`src/rtl/blkx_pkg.sv`:
```
// Package blkx_pkg
// Shared geometry and field positions of the block translation entries.
// Assumes a 32-bit address split into a 4-bit exact tag, an 11-bit maskable
// middle tag and a 17-bit in-block offset.
package blkx_pkg;
    localparam int TOP_W  = 4;
    localparam int MID_W  = 11;
    localparam int OFF_W  = 17;
    localparam int ADDR_W = TOP_W + MID_W + OFF_W;
    localparam int N_ENT  = 4;
    localparam int IDX_W  = $clog2(N_ENT);
    localparam int BL_LSB = 2;
    localparam int VS_BIT = 1;
    localparam int VU_BIT = 0;

    typedef logic [ADDR_W-1:0] word_t;

    // Rights granted by a block, from lower-word bits 1:0
    typedef struct packed {
        logic rd;
        logic wr;
    } rights_t;

    // Decode lower-word rights bits
    function automatic rights_t decode_rights(input logic [1:0] pp);
        rights_t r;
        r.wr = pp[1];
        r.rd = pp[1] | pp[0];
        return r;
    endfunction
endpackage

```
`src/rtl/blkx_regfile.sv`:
```
// Module blkx_regfile
// Holds both banks of upper/lower entry words and presents the bank selected
// by the current access. Assumes one write per cycle; writes are visible on
// the read side from the following cycle.
module blkx_regfile
    import blkx_pkg::*;
#(
    parameter int N   = N_ENT,
    parameter int IW  = IDX_W,
    parameter int AW  = ADDR_W
) (
    input  logic          clk,
    input  logic          rst_n,
    input  logic          wr_en,
    input  logic          wr_bank,
    input  logic [IW-1:0] wr_idx,
    input  logic          wr_word,
    input  logic [AW-1:0] wr_data,
    input  logic          rd_bank,
    output logic [AW-1:0] rd_upper [N],
    output logic [AW-1:0] rd_lower [N]
);
    localparam int BANKS = 2;

    logic [AW-1:0] upr_q [BANKS][N];
    logic [AW-1:0] lwr_q [BANKS][N];

    for (genvar b = 0; b < BANKS; b++) begin : g_bank
        for (genvar e = 0; e < N; e++) begin : g_ent
            // Store one upper/lower pair; reset leaves it invalid
            always_ff @(posedge clk) begin
                if (!rst_n) begin
                    upr_q[b][e] <= '0;
                    lwr_q[b][e] <= '0;
                end else if (wr_en && (wr_bank == 1'(b)) && (wr_idx == IW'(e))) begin
                    if (wr_word) upr_q[b][e] <= wr_data;
                    else         lwr_q[b][e] <= wr_data;
                end
            end
        end
    end

    // Route the bank chosen by the access type to the comparators
    always_comb begin
        for (int e = 0; e < N; e++) begin
            rd_upper[e] = upr_q[rd_bank][e];
            rd_lower[e] = lwr_q[rd_bank][e];
        end
    end
endmodule

```
`src/rtl/blkx_entry_cmp.sv`:
```
// Module blkx_entry_cmp
// Compares one entry against an effective address and forms the physical
// address and rights it would give. Assumes the upper/lower field layout of
// blkx_pkg; the top tag is never masked.
module blkx_entry_cmp
    import blkx_pkg::*;
#(
    parameter int TW = TOP_W,
    parameter int MW = MID_W,
    parameter int OW = OFF_W,
    localparam int AW = TW + MW + OW
) (
    input  logic [AW-1:0] upper,
    input  logic [AW-1:0] lower,
    input  logic [AW-1:0] ea,
    input  logic          user,
    output logic          hit,
    output logic [AW-1:0] paddr,
    output logic [1:0]    pp
);
    logic [TW-1:0] tag_top, ea_top, brpn_top;
    logic [MW-1:0] tag_mid, ea_mid, brpn_mid, blmask;
    logic          ent_ok, top_eq, mid_eq;
    logic          unused_fields;

    // Slice the entry and address into their fields
    always_comb begin
        tag_top  = upper[AW-1 -: TW];
        tag_mid  = upper[OW +: MW];
        blmask   = upper[BL_LSB +: MW];
        brpn_top = lower[AW-1 -: TW];
        brpn_mid = lower[OW +: MW];
        ea_top   = ea[AW-1 -: TW];
        ea_mid   = ea[OW +: MW];
    end

    assign unused_fields = ^{upper[OW-1:BL_LSB+MW], lower[OW-1:2]};

    // Privilege check and masked tag compare
    always_comb begin
        ent_ok = user ? upper[VU_BIT] : upper[VS_BIT];
        top_eq = (ea_top == tag_top);
        mid_eq = ((ea_mid & ~blmask) == tag_mid);
        hit    = ent_ok && top_eq && mid_eq;
    end

    // Physical address: block number outside the mask, address inside it
    always_comb begin
        paddr = {brpn_top, (brpn_mid & ~blmask) | (ea_mid & blmask), ea[OW-1:0]};
        pp    = lower[1:0];
    end
endmodule

```
`src/rtl/blkx_first_hit.sv`:
```
// Module blkx_first_hit
// Picks the lowest-numbered matching entry and forwards its physical address
// and rights bits. Assumes inputs are all from one bank.
module blkx_first_hit
    import blkx_pkg::*;
#(
    parameter int N  = N_ENT,
    parameter int AW = ADDR_W
) (
    input  logic [N-1:0]  hits,
    input  logic [AW-1:0] paddrs [N],
    input  logic [1:0]    pps    [N],
    output logic          any_hit,
    output logic [AW-1:0] sel_paddr,
    output logic [1:0]    sel_pp
);
    // Scan from the top down so the lowest index is written last and wins
    always_comb begin
        any_hit   = 1'b0;
        sel_paddr = '0;
        sel_pp    = 2'b00;
        for (int i = N - 1; i >= 0; i--) begin
            if (hits[i]) begin
                any_hit   = 1'b1;
                sel_paddr = paddrs[i];
                sel_pp    = pps[i];
            end
        end
    end
endmodule

```
`src/rtl/blkx_rights.sv`:
```
// Module blkx_rights
// Turns the selected rights bits and the access direction into read/write
// grants and a fault flag. Assumes everything is zero on a miss.
module blkx_rights
    import blkx_pkg::*;
(
    input  logic       hit,
    input  logic [1:0] pp,
    input  logic       is_write,
    output logic       can_rd,
    output logic       can_wr,
    output logic       fault
);
    rights_t r;

    // Decode rights and flag any access the block forbids
    always_comb begin
        r      = decode_rights(pp);
        can_rd = hit & r.rd;
        can_wr = hit & r.wr;
        fault  = hit & (is_write ? ~r.wr : ~r.rd);
    end
endmodule

```
`src/rtl/blkx_matcher.sv`:
```
// Module blkx_matcher (top)
// Block address translation matcher: two banks of four entries, a masked
// compare per entry, first-match selection and rights decode, with one
// register stage on the result. Assumes a miss is handled downstream.
module blkx_matcher
    import blkx_pkg::*;
#(
    parameter int N  = N_ENT,
    parameter int IW = IDX_W,
    parameter int AW = ADDR_W
) (
    input  logic          clk,
    input  logic          rst_n,
    input  logic          wr_en,
    input  logic          wr_bank,
    input  logic [IW-1:0] wr_idx,
    input  logic          wr_word,
    input  logic [AW-1:0] wr_data,
    input  logic          acc_valid,
    input  logic [AW-1:0] acc_ea,
    input  logic          acc_is_data,
    input  logic          acc_write,
    input  logic          acc_user,
    output logic          res_valid,
    output logic          res_hit,
    output logic [AW-1:0] res_paddr,
    output logic          res_can_read,
    output logic          res_can_write,
    output logic          res_fault
);
    logic [AW-1:0] ent_upper [N];
    logic [AW-1:0] ent_lower [N];
    logic [N-1:0]  ent_hit;
    logic [AW-1:0] ent_paddr [N];
    logic [1:0]    ent_pp    [N];
    logic          any_hit;
    logic [AW-1:0] sel_paddr;
    logic [1:0]    sel_pp;
    logic          can_rd, can_wr, fault;

    blkx_regfile #(.N(N), .IW(IW), .AW(AW)) u_regs (
        .clk      (clk),
        .rst_n    (rst_n),
        .wr_en    (wr_en),
        .wr_bank  (wr_bank),
        .wr_idx   (wr_idx),
        .wr_word  (wr_word),
        .wr_data  (wr_data),
        .rd_bank  (acc_is_data),
        .rd_upper (ent_upper),
        .rd_lower (ent_lower)
    );

    for (genvar e = 0; e < N; e++) begin : g_cmp
        blkx_entry_cmp u_cmp (
            .upper (ent_upper[e]),
            .lower (ent_lower[e]),
            .ea    (acc_ea),
            .user  (acc_user),
            .hit   (ent_hit[e]),
            .paddr (ent_paddr[e]),
            .pp    (ent_pp[e])
        );
    end

    blkx_first_hit #(.N(N), .AW(AW)) u_pick (
        .hits      (ent_hit),
        .paddrs    (ent_paddr),
        .pps       (ent_pp),
        .any_hit   (any_hit),
        .sel_paddr (sel_paddr),
        .sel_pp    (sel_pp)
    );

    blkx_rights u_rights (
        .hit      (any_hit),
        .pp       (sel_pp),
        .is_write (acc_write),
        .can_rd   (can_rd),
        .can_wr   (can_wr),
        .fault    (fault)
    );

    // Register the result of the access presented this cycle
    always_ff @(posedge clk) begin
        if (!rst_n) begin
            res_valid     <= 1'b0;
            res_hit       <= 1'b0;
            res_paddr     <= '0;
            res_can_read  <= 1'b0;
            res_can_write <= 1'b0;
            res_fault     <= 1'b0;
        end else begin
            res_valid     <= acc_valid;
            res_hit       <= acc_valid & any_hit;
            res_paddr     <= (acc_valid & any_hit) ? sel_paddr : '0;
            res_can_read  <= acc_valid & can_rd;
            res_can_write <= acc_valid & can_wr;
            res_fault     <= acc_valid & fault;
        end
    end
endmodule

```
`config.mk`:
```
export PLATFORM = sky130hd
export DESIGN_NAME = blkx_matcher
export DESIGN_NICKNAME = d
export VERILOG_FILES = /design/src/rtl/blkx_pkg.sv /design/src/rtl/blkx_regfile.sv /design/src/rtl/blkx_entry_cmp.sv /design/src/rtl/blkx_first_hit.sv /design/src/rtl/blkx_rights.sv /design/src/rtl/blkx_matcher.sv
export SDC_FILE = /design/constraint.sdc
export NUM_CORES = 1
export LEC_CHECK = 0
export ABC_AREA = 1
export BUFFER_PORTS_ARGS = -buffer_cell sky130_fd_sc_hd__clkbuf_2
export CAP_MARGIN = 20
export CORE_MARGIN = 3
export CORE_UTILIZATION = 47
export CTS_CLUSTER_SIZE = 12
export DETAILED_ROUTE_END_ITERATION = 10
export PLACE_DENSITY = 0.59
export SLEW_MARGIN = 20
export SYNTH_ARGS = -nofsm -noshare
export SYNTH_HDL_FRONTEND = slang
export SYNTH_HIERARCHICAL = 1
export SYNTH_SLANG_ARGS = --single-unit
```
`constraint.sdc`:
```
create_clock -name clk -period 2.8 [get_ports clk]
set_input_delay 0.28 -clock clk [delete_from_list [all_inputs] [get_ports clk]]
set_output_delay 0.28 -clock clk [all_outputs]
set_load 0.1 [all_outputs]
```
==> run_results.csv <==
group,metric,value,unit
run_status,status,"finished clean",
power,seqPwrFrac,51.0,%
timing,rsz0062_at_grt,"no",
final_layout,area_delta_synth_final,8.48,%
power,power_frac_comb,9.4,%
critical_path,critical_path_class,"reg2reg",
yosys,syn_area,20500,sq um
timing,finalHoldViolations,0,
place,post-place-cells,2647,
power,power.internal,10.3,mW
global_route,first_global_vias,13700,
floorplan,fp.dieH,215,um
clocking,clock-sinks,397,
timing,holdWs,0.0309,ns
global_route,grt_max_degree,35,
yosys,synth_nets,2200,
global_route,grt_first_pass_wirelength,80.9,mm
power,ir_drop,0.336,mV
route,remaining_drc_errors,0,
route,drt_pre_antenna_iters,6,
global_route,globalRouteOverflowTotal,0,
critical_path,worstPathMaxFanout,18,
place,gp_congestion,0.907,
timing,tightest_slew,0.753,ns
timing,worst_slack,0.371,ns
floorplan,pin_count,112,
power,power,13.4,mW
power,p_leak,9.31,nW
yosys,ys_warn_count,6,
clocking,cts_buffers,44,
critical_path,arrival,2.93,ns
place,preCtsSetupSlack,0.0362,ns
clocking,ctsResizeCount,0,
clocking,postCtsSetupBuffers,0,
place,portBuffers,107,
route,ant_nets,0,
global_route,antenna_found_initial,2,
place,placed_area,20900,sq um
clocking,clockBufferDepth,3,
route,num_vias,14000,
route,via_per_inst,5.14,
timing,slew_headroom,49.7,%
power,p_switching,3.18,mW
timing,finalCritPeriodShare,86.8,%
clocking,cts_tree,"done",
route,drt_wl_total,53.0,mm
critical_path,cp-start-kind,"register",
route,drt-initial-drc-count,1167,
final_layout,drive_above_1_share,23.4,%
clocking,htree_levels,2,
timing,max_freq,0.412,GHz
power,p_clk_share,39.6,%
timing,finalMaxSlewViolations,0,
final_layout,design_area,22200,sq um
critical_path,cp.required,3.30,ns
final_layout,final_cells,2727,
timing,tns,0,ns
floorplan,rows,75,
clocking,worst_setup_hold_path_clk_slew,0.06,ns
route,wire_per_inst,19.4,um
floorplan,start_util,48.2,%
place,detailed_place_hpwl,33.5,mm
clocking,root_buffer,"clkbuf_16",
final_layout,fin_util,52.3,%
clocking,clk_latency,0.57,ns
final_layout,nFillCells,3905,
floorplan,die_w,215,um
power,swShare,23.7,%
final_layout,fin_nets,2191,
floorplan,die-area,46100,sq um
timing,setup_violations,0,
floorplan,coreArea,42500,sq um
yosys,syn_avg_cell_area,9.64,sq um
global_route,grt_usage,23.0,%
critical_path,crit_path_end_kind,"register",
yosys,netlist_instances,2125,
power,power.density,605,nW/um^2
clocking,cts_hold_buffers,0,
timing,skew,0.0232,ns
timing,fin_crit,2.43,ns
min_path,worstHoldPathType,"in2reg",
job,maxCapViolations,0,
[per-layer routing]
layer | GRT usage (%) | part of all wire, % | up-vias
met3 | 3.47 | 6.2 | 116
met2 | 37.1 | 46 | 447
met1 | 31.5 | 44 | 6728
met5 | 0 | 0.032 | -
met4 | 8.89 | 3.6 | 2
li1 | - | - | 6723
[area by class of cell]
class                      instances  area, sq um  share of cell area (%)
multi-input combinational       1306         6720                    30.3
timing repair buffer             171         1160                    5.22
tap                              577          722                    3.25
antenna                            1         2.50                  0.0113
clock buffer                      61         1190                    5.34
sequential                       397        11600                    52.0
inverter                         196          751                    3.38
clock inverter                    18          118                   0.529
[worst paths after layout]
path / slack [ns] / from / depth (start not counted) / endpoint
setup / recovery: 0.37 / u_regs/upr_q[1][4]$_SDFFCE_PN0P_ / 15 / res_paddr[17]$_SDFF_PN0_
hold / removal: 0.03 / acc_valid / 3 / res_valid$_SDFF_PN0_
setup reg to reg: 0.37 / u_regs/upr_q[1][4]$_SDFFCE_PN0P_ / 15 / res_paddr[17]$_SDFF_PN0_
hold reg to reg: 0.70 / u_regs/lwr_q[0][127]$_SDFFCE_PN0P_ / 5 / res_paddr[31]$_SDFF_PN0_
[sequential cells by signal, indices dropped and copies added (netlist names)]
signal,cells
res_paddr,32
u_regs/lwr_q,136
res_valid,1
res_hit,1
res_fault,1
res_can_write,1
u_regs/upr_q,224
res_can_read,1
[power by group through the flow]
stage | logic, mW | registers, mW | clock network [mW]
floorplan | 0.915 | 6.95 | 0
global placement | 1.23 | 6.95 | 0
detailed placement | 1.25 | 6.97 | 0
CTS | 1.26 | 6.85 | 5.44
global route | 1.39 | 6.87 | 5.70
finish | 1.26 | 6.85 | 5.32
[placed cells by master, fill, tap and decap left out, types with 11 or more instances in the layout]
cell type  count
buf_12        11
inv_1        165
clkbuf_16     45
clkbuf_1      16
mux2_2       180
edfxtp_1     360
o21ai_0       12
nand3b_1      16
o21ai_1       16
dfxtp_1       37
nand2_1      451
inv_2         29
a21oi_1       38
nor2_2        48
buf_4         53
nand3_1       72
clkbuf_2     106
nor2_1       454
[worst max-delay path, stage by stage (launching register included)]
cell and delay (ns):
edfxtp_1 0.35, mux2_2 0.31, inv_2 0.08, nand2_1 0.05, nand2_1 0.06, nand2_1 0.05
nor2_1 0.21, nand3_1 0.18, nor2_4 0.30, buf_4 0.32, nand3_1 0.11, nand2_1 0.09
nand2_1 0.06, nand2_1 0.07, inv_1 0.06, nor2_1 0.09
Power figures use the tool's default switching activity.
